$ cat src/rtl/nic_regs_pkg.sv
package nic_regs_pkg;
    localparam int DATA_W  = 8;
    localparam int OFS_W   = 4;
    localparam int PAGE_W  = 2;
    localparam int IDX_W   = OFS_W + PAGE_W;
    localparam int EVT_W   = 7;

    localparam int CMD_START_B = 1;
    localparam int CMD_TX_B    = 2;
    localparam int ST_TX_OK_B  = 1;
    localparam int ST_TX_ERR_B = 3;
    localparam int ST_RESET_B  = 7;

    localparam logic [DATA_W-1:0] CMD_RST_VAL = 8'h21;
    localparam logic [DATA_W-1:0] ST_RST_VAL  = 8'h80;
    localparam logic [DATA_W-1:0] TXS_GOOD    = 8'h01;
    localparam logic [DATA_W-1:0] TXS_ABORT   = 8'h08;

    localparam logic [IDX_W-1:0] IX_TXPG_W  = 6'h04;
    localparam logic [IDX_W-1:0] IX_CNTLO_W = 6'h05;
    localparam logic [IDX_W-1:0] IX_CNTHI_W = 6'h06;
    localparam logic [IDX_W-1:0] IX_STATUS  = 6'h07;
    localparam logic [IDX_W-1:0] IX_MASK_W  = 6'h0F;
    localparam logic [IDX_W-1:0] IX_TXPG_R  = 6'h24;
    localparam logic [IDX_W-1:0] IX_CNTLO_R = 6'h25;
    localparam logic [IDX_W-1:0] IX_CNTHI_R = 6'h26;
    localparam logic [IDX_W-1:0] IX_MASK_R  = 6'h2F;

    typedef enum logic [0:0] {TX_IDLE, TX_BUSY} tx_state_e;
endpackage

$ cat src/rtl/nic_status_unit.sv
module nic_status_unit
    import nic_regs_pkg::*;
(
    input  logic              clk,
    input  logic              rst_n,
    input  logic              clr_we,
    input  logic [DATA_W-1:0] clr_bits,
    input  logic              start_seen,
    input  logic [DATA_W-1:0] set_bits,
    input  logic              mask_we,
    input  logic [DATA_W-1:0] mask_data,
    output logic [DATA_W-1:0] status,
    output logic [DATA_W-1:0] mask,
    output logic              irq
);
    logic [DATA_W-1:0] status_n;

    always_comb begin
        status_n = status;
        if (clr_we) begin
            status_n[ST_RESET_B-1:0] = status[ST_RESET_B-1:0] & ~clr_bits[ST_RESET_B-1:0];
        end
        if (start_seen) begin
            status_n[ST_RESET_B] = 1'b0;
        end
        status_n = status_n | set_bits;
    end

    always_ff @(posedge clk or negedge rst_n) begin
        if (!rst_n) begin
            status <= ST_RST_VAL;
            mask   <= '0;
        end else begin
            status <= status_n;
            if (mask_we) mask <= mask_data;
        end
    end

    assign irq = |(status & mask);
endmodule

$ cat src/rtl/nic_tx_ctrl.sv
module nic_tx_ctrl
    import nic_regs_pkg::*;
(
    input  logic                clk,
    input  logic                rst_n,
    input  logic                launch,
    input  logic [DATA_W-1:0]   start_page,
    input  logic [2*DATA_W-1:0] byte_count,
    input  logic                tx_ack,
    input  logic                tx_err,
    output logic                tx_req,
    output logic [2*DATA_W-1:0] tx_addr,
    output logic [2*DATA_W-1:0] tx_len,
    output logic                busy,
    output logic                done_ok,
    output logic                done_err,
    output logic [DATA_W-1:0]   tx_status
);
    tx_state_e state_q, state_n;

    always_comb begin
        state_n = state_q;
        unique case (state_q)
            TX_IDLE: if (launch) state_n = TX_BUSY;
            TX_BUSY: if (tx_ack) state_n = TX_IDLE;
            default: state_n = TX_IDLE;
        endcase
    end

    always_ff @(posedge clk or negedge rst_n) begin
        if (!rst_n) begin
            state_q   <= TX_IDLE;
            tx_addr   <= '0;
            tx_len    <= '0;
            tx_status <= '0;
        end else begin
            state_q <= state_n;
            if (state_q == TX_IDLE && launch) begin
                tx_addr <= {start_page, {DATA_W{1'b0}}};
                tx_len  <= byte_count;
            end
            if (state_q == TX_BUSY && tx_ack) begin
                tx_status <= tx_err ? TXS_ABORT : TXS_GOOD;
            end
        end
    end

    always_comb begin
        tx_req   = 1'b0;
        busy     = 1'b0;
        done_ok  = 1'b0;
        done_err = 1'b0;
        unique case (state_q)
            TX_IDLE: ;
            TX_BUSY: begin
                tx_req   = 1'b1;
                busy     = 1'b1;
                done_ok  = tx_ack & ~tx_err;
                done_err = tx_ack & tx_err;
            end
            default: ;
        endcase
    end
endmodule

$ cat src/rtl/nic_byte_store.sv
module nic_byte_store
    import nic_regs_pkg::*;
#(
    parameter int NBYTES = 6,
    localparam int SEL_W = $clog2(NBYTES)
) (
    input  logic              clk,
    input  logic              rst_n,
    input  logic              we,
    input  logic [SEL_W-1:0]  wsel,
    input  logic [DATA_W-1:0] wdata,
    input  logic [SEL_W-1:0]  rsel,
    output logic [DATA_W-1:0] rdata
);
    logic [DATA_W-1:0] bytes_q [NBYTES];

    always_ff @(posedge clk or negedge rst_n) begin
        if (!rst_n) begin
            for (int i = 0; i < NBYTES; i++) bytes_q[i] <= '0;
        end else if (we) begin
            for (int i = 0; i < NBYTES; i++) begin
                if (wsel == SEL_W'(i)) bytes_q[i] <= wdata;
            end
        end
    end

    always_comb begin
        rdata = '0;
        for (int i = 0; i < NBYTES; i++) begin
            if (rsel == SEL_W'(i)) rdata = bytes_q[i];
        end
    end
endmodule

$ cat src/rtl/nic_paged_regs.sv
module nic_paged_regs
    import nic_regs_pkg::*;
#(
    parameter int STATION_N = 6,
    parameter int FILTER_N  = 8,
    localparam int ST_SEL_W = $clog2(STATION_N),
    localparam int FL_SEL_W = $clog2(FILTER_N)
) (
    input  logic                clk,
    input  logic                rst_n,
    input  logic                bus_sel,
    input  logic                bus_wr,
    input  logic [OFS_W-1:0]    bus_offset,
    input  logic [DATA_W-1:0]   bus_wdata,
    output logic [DATA_W-1:0]   bus_rdata,
    input  logic [EVT_W-1:0]    evt_set,
    output logic                tx_req,
    output logic [2*DATA_W-1:0] tx_addr,
    output logic [2*DATA_W-1:0] tx_len,
    input  logic                tx_ack,
    input  logic                tx_err,
    output logic                irq
);
    logic [DATA_W-1:0]   cmd_q;
    logic [DATA_W-1:0]   txpg_q;
    logic [2*DATA_W-1:0] cnt_q;
    logic [DATA_W-1:0]   status_w, mask_w, txs_w, st_rd, fl_rd, cmd_view;
    logic [PAGE_W-1:0]   page;
    logic [IDX_W-1:0]    idx;
    logic                wr_en, cmd_wr, busy, done_ok, done_err;
    logic                st_hit, fl_hit;
    logic [OFS_W-1:0]    st_ofs;
    logic [DATA_W-1:0]   set_bits;

    assign page   = cmd_q[DATA_W-1 -: PAGE_W];
    assign idx    = {page, bus_offset};
    assign wr_en  = bus_sel & bus_wr;
    assign cmd_wr = wr_en && (bus_offset == '0);
    assign st_ofs = bus_offset - OFS_W'(1);
    assign st_hit = (page == PAGE_W'(1)) && (bus_offset != '0)
                    && (st_ofs < OFS_W'(STATION_N));
    assign fl_hit = (page == PAGE_W'(1)) && bus_offset[OFS_W-1];
    assign cmd_view = cmd_q | (DATA_W'(busy) << CMD_TX_B);

    always_ff @(posedge clk or negedge rst_n) begin
        if (!rst_n) begin
            cmd_q  <= CMD_RST_VAL;
            txpg_q <= '0;
            cnt_q  <= '0;
        end else if (wr_en) begin
            if (cmd_wr) cmd_q <= bus_wdata & ~(DATA_W'(1) << CMD_TX_B);
            if (idx == IX_TXPG_W)  txpg_q <= bus_wdata;
            if (idx == IX_CNTLO_W) cnt_q[DATA_W-1:0] <= bus_wdata;
            if (idx == IX_CNTHI_W) cnt_q[2*DATA_W-1:DATA_W] <= bus_wdata;
        end
    end

    assign set_bits = {1'b0, evt_set}
                    | (DATA_W'(done_ok)  << ST_TX_OK_B)
                    | (DATA_W'(done_err) << ST_TX_ERR_B);

    nic_status_unit u_status (
        .clk        (clk),
        .rst_n      (rst_n),
        .clr_we     (wr_en && (idx == IX_STATUS)),
        .clr_bits   (bus_wdata),
        .start_seen (cmd_wr && bus_wdata[CMD_START_B]),
        .set_bits   (set_bits),
        .mask_we    (wr_en && (idx == IX_MASK_W)),
        .mask_data  (bus_wdata),
        .status     (status_w),
        .mask       (mask_w),
        .irq        (irq)
    );

    nic_tx_ctrl u_tx (
        .clk        (clk),
        .rst_n      (rst_n),
        .launch     (cmd_wr && bus_wdata[CMD_TX_B]),
        .start_page (txpg_q),
        .byte_count (cnt_q),
        .tx_ack     (tx_ack),
        .tx_err     (tx_err),
        .tx_req     (tx_req),
        .tx_addr    (tx_addr),
        .tx_len     (tx_len),
        .busy       (busy),
        .done_ok    (done_ok),
        .done_err   (done_err),
        .tx_status  (txs_w)
    );

    nic_byte_store #(.NBYTES(STATION_N)) u_station (
        .clk   (clk),
        .rst_n (rst_n),
        .we    (wr_en && st_hit),
        .wsel  (st_ofs[ST_SEL_W-1:0]),
        .wdata (bus_wdata),
        .rsel  (st_ofs[ST_SEL_W-1:0]),
        .rdata (st_rd)
    );

    nic_byte_store #(.NBYTES(FILTER_N)) u_filter (
        .clk   (clk),
        .rst_n (rst_n),
        .we    (wr_en && fl_hit),
        .wsel  (bus_offset[FL_SEL_W-1:0]),
        .wdata (bus_wdata),
        .rsel  (bus_offset[FL_SEL_W-1:0]),
        .rdata (fl_rd)
    );

    always_comb begin
        bus_rdata = '0;
        if (bus_offset == '0) begin
            bus_rdata = cmd_view;
        end else if (st_hit) begin
            bus_rdata = st_rd;
        end else if (fl_hit) begin
            bus_rdata = fl_rd;
        end else begin
            case (idx)
                IX_TXPG_W:  bus_rdata = txs_w;
                IX_STATUS:  bus_rdata = status_w;
                IX_TXPG_R:  bus_rdata = txpg_q;
                IX_CNTLO_R: bus_rdata = cnt_q[DATA_W-1:0];
                IX_CNTHI_R: bus_rdata = cnt_q[2*DATA_W-1:DATA_W];
                IX_MASK_R:  bus_rdata = mask_w;
                default:    bus_rdata = '0;
            endcase
        end
    end
endmodule

$ cat config.mk
export PLATFORM = sky130hd
export DESIGN_NAME = nic_paged_regs
export DESIGN_NICKNAME = d
export VERILOG_FILES = /design/src/rtl/nic_regs_pkg.sv /design/src/rtl/nic_status_unit.sv /design/src/rtl/nic_tx_ctrl.sv /design/src/rtl/nic_byte_store.sv /design/src/rtl/nic_paged_regs.sv
export SDC_FILE = /design/constraint.sdc
export NUM_CORES = 1
export LEC_CHECK = 0
export BUFFER_PORTS_ARGS = -buffer_cell sky130_fd_sc_hd__buf_2
export CORE_MARGIN = 10
export CORE_UTILIZATION = 30
export CTS_CLUSTER_DIAMETER = 40
export DETAILED_ROUTE_END_ITERATION = 10
export SLEW_MARGIN = 20
export SYNTH_ARGS = -nofsm -noshare
export SYNTH_HDL_FRONTEND = slang
export SYNTH_SLANG_ARGS = --single-unit
$ cat constraint.sdc
create_clock -name clk -period 5.1 [get_ports clk]
set_input_delay 1.02 -clock clk [delete_from_list [all_inputs] [get_ports clk]]
set_output_delay 1.02 -clock clk [all_outputs]
set_load 0.01 [all_outputs]
=== After elaboration in Yosys (flattened, before gate mapping) ===
Cells that the tools add are included.
W data, S select, Z words.

* Eq/ne operators: 22
* $add $sub $neg: 1
* Bitwise gates (word level): 12
* Multiplexer cells: 27
* Reductions and logical operators: 35
* Order comparisons: 1

{| class="wikitable"
|+ Operators by type and width
! cell !! count
|-
| $mux W8 || 17
|-
| $pmux W8 S6 || 1
|-
| $reduce_and A2 Y1 || 18
|-
| $eq A6 B3 Y1 const B || 4
|-
| $eq A6 B6 Y1 const B || 4
|-
| $eq A3 B3 Y1 const B || 6
|-
| $eq A3 B2 Y1 const B || 4
|-
| $logic_and A1 B1 Y1 || 12
|-
| $and A8 B8 Y8 || 1
|-
| $or A8 B3 Y8 || 1
|-
| $or A8 B7 Y8 || 1
|-
| $reduce_or A8 Y1 || 1
|-
| $and A7 B7 Y7 || 1
|-
| $mux W7 || 1
|-
| $not A7 Y7 || 1
|-
| $or A7 B2 Y7 || 1
|-
| $or A7 B4 Y7 || 1
|-
| $eq A3 B1 Y1 const B || 2
|-
| $eq A6 B4 Y1 const B || 1
|-
| $logic_not A3 Y1 || 2
|-
| $mux W1 || 6
|-
| $logic_not A4 Y1 || 1
|-
| $lt A4 B3 Y1 const B || 1
|-
| $mux W4 || 1
|-
| 6 further kinds || 9
|}

* Word-level logic and storage cells: 122
* Register bits: 192

=== Longest topological paths before layout ===
Gate-level depths: netlist (run 1).

* Depth after elaboration: 12
* Mapped depth: 12

=== Cells and area by module ===
A second synthesis (run 1) with hierarchy kept.

* Cell total of the unflattened synthesis: 646
* Area total of the unflattened synthesis: 9,195.1 um^2

{| class="wikitable"
|+ Modules (own cells, without submodules)
! module !! times used !! sequential area each (um^2) !! cells an instance !! area each (um^2)
|-
| nic_byte_store at u_filter || 1 || 1,601.5 || 179 || 3,032.9
|-
| nic_byte_store at u_station || 1 || 1,201.2 || 154 || 2,254.7
|-
| nic_paged_regs || 1 || 778.2 || 189 || 2,011.9
|-
| nic_tx_ctrl || 1 || 675.6 || 78 || 1,236.2
|-
| nic_status_unit || 1 || 401.6 || 46 || 659.4
|}

=== Worst setup path before layout (run 1) ===
Ideal clock, no wire load.

* Kind: input -> output
* Start: input bus_offset[0]
* End: output bus_rdata[7]
* Path buffers: 3
* Stages on the path: 9
* Data required time: 4.080 ns
* Slack: 1.508 ns
* Arrival: 2.572 ns
* Cells stage by stage: inv_1 ha_1 buf_2 buf_2 clkbuf_1 a221o_1 o22ai_1 o221ai_1 a21oi_1

* Longest elaborated chain between the ends: 12

{| class="wikitable"
|+ Ends and longest elaborated chain
! what !! RTL line !! text
|-
| start: declaration || nic_paged_regs.sv:13 || <nowiki>input logic [OFS_W-1:0] bus_offset,</nowiki>
|-
| branches (longest 11 deep; another with $sub A4 B1 Y4) || n/a ||
|-
| $mux W8 (*) || nic_paged_regs.sv:115 || <nowiki>if (bus_offset == '0) begin</nowiki>
|-
| end: declaration || nic_paged_regs.sv:15 || <nowiki>output logic [DATA_W-1:0] bus_rdata,</nowiki>
|}

Every way passes the cells marked *.

=== Worst setup path after layout (run 1) ===
* Start: input bus_offset[0]
* End: output bus_rdata[3]

Same word-level chain as after synthesis.

==> metrics.txt, run 1 <==
pwr dens=335 nW/um^2; critical path launch point=bus_offset[0]; EDFF count, synth=0; setup violators final=0; Crit path max-delay family=compound AO/OA/AOI/OAI gates; GR Util All Layers=0.135; register area share after synthesis=0.511; maximum clock frequency=approximately 220 MHz; Post-CTS Hold Fix Bufs=0; critical path class=input port to primary output; Final GP Congestion=about 0.83; io pins=67; Row Count=63; cell count after synthesis=705; max-slew violations=0; core area=around 30000 um^2; cts bufs inserted=17; DP HPWL=about 17000 um; fill count=2938; Skew-Pair Late Insertion Delay=0.44 ns; final clock skew=0.0108 ns; HP Start=u_station.bytes_q[25]; Crit path largest cell delay=0.60 ns; PortBufs=58; drt wl/cell=22.3 um; top cell type by total area after synthesis=dfrtp_1; endpoint type of the worst setup path=primary output; total setup buffers inserted after CTS=0; Distinct cells, synth=73; worst path required time=roughly 4.1 ns; crit-path cells=buf_2 > inv_1 > ha_1 > buf_4 > a211oi_1 > a2111oi_0 > a31oi_1 > nor2_1 > o221a_2 > buf_2; PostCTS Resize Cnt=0; status=completed; r2r startpoint=cmd_q[6]; vias in the first global route=just over 6000; DRT iter0 DRCs=~450; drt drc=0; setup TNS=0 ns; Max VDD drop=0.000183 V; Worst Path Buf+Inv=4; drt first pass iters=6; Initial Util=0.306; Slew @ Worst Pin=0.989 ns; CP max FO=27; Synth top area share=0.503; minimum clock period=~4.5 ns; Syn-to-layout area delta=13.3%; htree depth=4; fin crit share=0.883; final core area utilization=0.346; Crit-path slowest cell=a2111oi_0; largest net degree at the start of global routing=129; die height=194 um; number of synthesized register bits=186; clk sink count=186; die footprint=37700 um^2; maximum clock insertion buffer count=2; global route total overflow=0; number of routed nets with antenna violations=0; cell area after synthesis=9110 um^2; Area after DPL=between 9000 and 10000 um^2; CTS Root Cell=clkbuf_16; LEAKAGE=4.84 nW; arrival time at the worst endpoint=3.48 ns; first-pass GRT wire length=39800 um; cell area after layout=just over 10000 um^2; Syn. warnings=0; Avg Inst Size Synth=around 13 um^2; final hold viol count=0; area occupied by multi-input gates=4040 um^2; Placed Instances=1112; Max Cap Violations=0; Via density=5.40; Hold/Removal Path Class=flop to flop; initial antenna violation count=2; synth top area cells=dfrtp_1 (50%), mux2_2 (16%), mux2_4 (3.1%); critical path's most frequent cell=buf_2; layout cells sized above 1=0.385; Reg clk slew, reported paths=roughly 0.070 ns; Sequential Area=4660 um^2; Post-layout nets=between 700 and 800; WL final=approximately 26000 um; RSZ-0062 raised after global routing=false; Top FF cell, synth=dfrtp_1; post-route insts no fill=~1100; Post-synth ARST share=1.00; DR vias=6174; Slew headroom=0.341; crit start category=input port; die width=about 190 um; CTS tree=yes
[cell type report]
type                       instances  share of cell area
inverter                          17             0.00618
antenna                            1            0.000243
multi-input combinational        444               0.391
clock buffer                      18              0.0416
tap                              390              0.0473
clock inverter                    13              0.0194
sequential                       186               0.451
timing repair buffer              75              0.0427
[stage by stage]
| step | power [mW] | hold WS [ns] | setup slack [ns] |
|---|---|---|---|
| global placement | 2.04 | 0.474 | 0.653 |
| CTS | 3.48 | 0.498 | 0.616 |
| detailed placement | 2.04 | 0.481 | 0.632 |
| global route | 3.59 | 0.508 | 0.405 |
| floorplan | 1.88 | 0.441 | 1.51 |
| finish | 3.46 | 0.498 | 0.599 |
[power breakdown]
part	internal, mW	leakage, nW	total (mW)	switching (mW)
clock	0.834	0.310	1.44	0.605
combinational	0.155	2.02	0.383	0.228
sequential	1.56	2.51	1.63	0.0749
total	2.55	4.84	3.46	0.909
[Yosys cell counts, drive strengths merged (2+ instances only)]
library cell / instances
dfrtp: 183
mux2: 173
buf: 37
nand2: 30
clkbuf: 28
nor2: 23
a221oi: 21
a21oi: 16
inv: 16
a221o: 15
o21ai: 14
a22oi: 12
nor2b: 12
a21o: 11
nand4: 11
nand3b: 7
nor3: 6
a22o: 5
a31oi: 5
ha: 5
nor3b: 5
o31ai: 5
a2111oi: 4
a211oi: 4
a32oi: 4
and2: 4
nand3: 4
o221a: 4
dfstp: 3
nor4: 3
a211o: 2
a21boi: 2
a32o: 2
and3: 2
and3b: 2
nand2b: 2
o221ai: 2
o311a: 2
or4: 2
[routing by layer]
metal,share of wire,GRT usage,routed length [um],vias to the layer above
met3,0.059,0.0323,1500,30
met5,0,0,0,-
met1,0.45,0.181,11600,3272
met4,0.016,0.0423,420,0
met2,0.47,0.208,12000,198
li1,-,-,-,2674
[path summary, 6_finish.rpt]
path / endpoint / slack, ns / cells past startpoint
min reg2reg: u_station.bytes_q[25] / 0.50 / 1
min in group asynchronous: u_station.bytes_q[43] / 0.71 / 1
max in group asynchronous: cnt_q[6] / 3.52 / 2
max: bus_rdata[3] / 0.60 / 10
max reg2reg: u_filter.bytes_q[62] / 2.69 / 5
min: u_station.bytes_q[25] / 0.50 / 1
[logic make-up after synthesis]
kind of cell             synth area share
flip-flops                          0.511
other                            0.000412
multiplexers                        0.222
AO/OA/AOI/OAI                       0.118
AND/OR/NAND/NOR                    0.0894
XOR/XNOR                          0.00357
buffers and inverters              0.0488
adder cells (fa/ha/maj)           0.00687
[registers in the layout (all words and copies together), names as in the netlist]
name / count
u_filter.bytes_q: 64
u_station.bytes_q: 48
u_tx.tx_status: 2
u_status.status: 8
u_tx.tx_addr: 8
cmd_q: 7
u_tx.tx_len: 16
u_status.mask: 8
txpg_q: 8
u_tx.state_q: 1
cnt_q: 16
[layout by cell type, fill, tap and decap left out, types with 14 or more instances in the layout]
cell type / synthesis / routed
buf_2: 16 / 57
o21ai_0: 14 / 14
dfrtp_1: 183 / 183
nand2_1: 29 / 29
mux2_4: 19 / 19
inv_1: 16 / 16
a221oi_1: 21 / 21
a221o_1: 15 / 15
a21oi_1: 16 / 16
buf_4: 10 / 16
nor2_1: 14 / 14
mux2_1: 21 / 21
clkbuf_16: 0 / 17
mux2_2: 133 / 133
Note: power is estimated with default switching activity, not from simulation.
==> inputs of run 2 (changes only) <==
- CORE_UTILIZATION: 30 -> 46
- clock period: 5.1 -> 4.6 ns (I/O delays scaled with it)
==> run 2 against run 1 <==
  * Global-route usage increased by 5.7 points
  * Die area shrank 32%
  * Register-to-register slack got worse by 0.56 ns
  * Critical path depth shrank 1
  * Via count is 0.81% lower
  * Sequential share of layout area increased by 0.87 points
  * Critical endpoint is now bus_rdata[5]
==> metrics.txt, run 2 (synthesized netlist as in run 1, its figures left out) <==
status=completed; pwr dens=367 nW/um^2 (+9.6%); Syn-to-layout area delta=11.1%; Crit path largest cell delay=0.55 ns (-0.05 ns); final clock skew=0.00746 ns (-0.00337 ns); Reg clk slew, reported paths=0.07 ns (about the same); Largest regs=u_filter.bytes_q (64), u_station.bytes_q (48); CP max FO=26 (-3.7%); Biggest register=u_filter.bytes_q; critical path class=input port to primary output; fill count=1664 (-43%); Sw Ratio=0.268 (+0.00504); largest net degree at the start of global routing=111 (-14%); critical path launch point=bus_offset[1]; maximum clock frequency=approximately 230 MHz; GR Util All Layers=0.192 (+0.0570); maximum clock insertion buffer count=2 (unchanged); DR vias=6124 (-0.81%); drt wl/cell=24.2 um (+8.3%); Crit-path slowest cell=a2111oi_0; leading cell types in the layout, fill and taps excluded=dfrtp_1 (183), mux2_2 (133), buf_2 (57); Area after DPL=9540 um^2 (-1.5%); Max Cap Violations=0 (unchanged); setup TNS=0 ns (unchanged); cts bufs inserted=17 (unchanged); minimum clock period=4.31 ns; die footprint=25800 um^2 (-32%); Critical Path End=bus_rdata[5]; final hold viol count=0 (unchanged); Row Count=51 (-19%); Seq pwr share=0.488 (+0.015); r2r startpoint=cmd_q[7]; endpoint type of the worst setup path=primary output; PostCTS Resize Cnt=0 (unchanged); Slew @ Worst Pin=0.891 ns (-0.0981 ns); first-pass GRT wire length=39000 um (-2.1%); die width=161 um (-17%); setup violators final=0 (unchanged); htree depth=4 (unchanged); DP HPWL=16800 um (-3.4%); critical path's most frequent cell=buf_2; clk sink count=186 (unchanged); CTS tree=yes; cell area after layout=10100 um^2 (-1.9%); area occupied by multi-input gates=4040 um^2 (unchanged); crit-path cells=buf_2 > inv_1 > ha_1 > buf_4 > a221oi_1 > a2111oi_0 > o21ai_0 > a31oi_1 > buf_2; P_int=2.72 mW (+6.8%); most common cell after layout, fill and taps aside=dfrtp_1; combinational share of power=0.114 (+0.003); max FFs per register=64 (unchanged); Via density=6.01 (+11%); fin crit share=0.937; Hold/Removal Path Class=flop to flop; Final GP Congestion=0.950 (+14%); arrival time at the worst endpoint=3.39 ns (-0.09 ns); crit start category=input port; PortBufs=58 (unchanged); Hold WS=0.487 ns (-0.0104 ns); worst path required time=3.68 ns (-0.40 ns); Skew-Pair Late Insertion Delay=0.44 ns (about the same); vias in the first global route=6356 (+3.0%); Slew headroom=0.406 (+0.0654); total setup buffers inserted after CTS=0 (unchanged); RSZ-0062 raised after global routing=false; Psw=0.996 mW (+9.6%); Max VDD drop=0.000216 V (+18%); max-slew violations=0 (unchanged); io pins=67 (unchanged); Initial Util=0.468 (+0.162); final core area utilization=0.520 (+0.174); Design Power=3.72 mW (+7.5%); LEAKAGE=4.82 nW (-0.50%); WL final=24600 um (-3.5%); Inserted Diodes=0 (-1); R2R Setup Slk=2.13 ns (-0.56 ns); core area=19500 um^2 (-35%); Reg2Reg Capture Point=u_station.bytes_q[21]; layout cells sized above 1=0.386 (+0.000815); drt first pass iters=5 (-1); drt drc=0 (unchanged); initial antenna violation count=0 (-2); CTS Root Cell=clkbuf_16; clock share of power=0.398 (-0.019); Post-CTS Hold Fix Bufs=0 (unchanged); DRT iter0 DRCs=593 (+31%); die height=161 um (-17%); number of routed nets with antenna violations=0 (unchanged); global route total overflow=0 (unchanged); worst-case reg-to-reg path depth=6 (+1); Post-layout nets=773 (+0.26%); Sequential Area=4660 um^2 (unchanged)
-- run 2: layout make-up --
class | instances | area share
Sequential cell | 186 | 0.460
Multi-Input combinational cell | 444 | 0.399
Timing Repair Buffer | 77 | 0.0449
Clock buffer | 19 | 0.0438
Tap cell | 265 | 0.0328
Clock inverter | 11 | 0.0135
Inverter | 17 | 0.00630
-- run 2: through the flow --
stage / setup WS (ns) / cells
6_report: 0.289 / 1019
5_1_grt: 0.106 / 1019
4_1_cts: 0.421 / 1019
3_5_place_dp: 0.452 / 989
3_3_place_gp: 0.468 / 989
2_1_floorplan: 1.21 / 712
-- run 2: worst min path at each step --
| stage | startpoint | to | slack, ns | cells after the start |
|---|---|---|---|---|
| after floorplan | u_tx.tx_status[0] | u_tx.tx_status[0] | 0.44 | 1 |
| after global placement | u_tx.tx_status[3] | u_tx.tx_status[3] | 0.47 | 1 |
| after CTS | u_tx.tx_status[3] | u_tx.tx_status[3] | 0.48 | 1 |
| after global routing | u_tx.tx_status[3] | u_tx.tx_status[3] | 0.50 | 1 |
| final | u_tx.tx_status[3] | u_tx.tx_status[3] | 0.49 | 1 |
| after detailed placement | u_tx.tx_status[3] | u_tx.tx_status[3] | 0.46 | 1 |
-- run 2: power groups by stage --
| stage | registers (mW) | clock network (mW) | logic, mW |
|---|---|---|---|
| after CTS | 1.81 | 1.50 | 0.422 |
| after global routing | 1.82 | 1.57 | 0.459 |
| after global placement | 1.84 | 0 | 0.412 |
| after floorplan | 1.80 | 0 | 0.285 |
| after detailed placement | 1.84 | 0 | 0.421 |
| final | 1.81 | 1.48 | 0.422 |
-- run 2: critical path: cells and delay by family --
| kind | cells | cell delay [ns] |
|---|---|---|
| adder cells (fa/ha/maj) | 1 | 0.40 |
| AO/OA/AOI/OAI | 4 | 1.25 |
| buffers and inverters | 4 | 0.81 |
-- run 2: layer usage --
layer	up-vias	share of wire	GRT usage
li1	2680	-	-
met1	3173	0.45	0.261
met2	233	0.47	0.294
met3	38	0.061	0.0396
met4	0	0.024	0.0711
met5	-	0	0
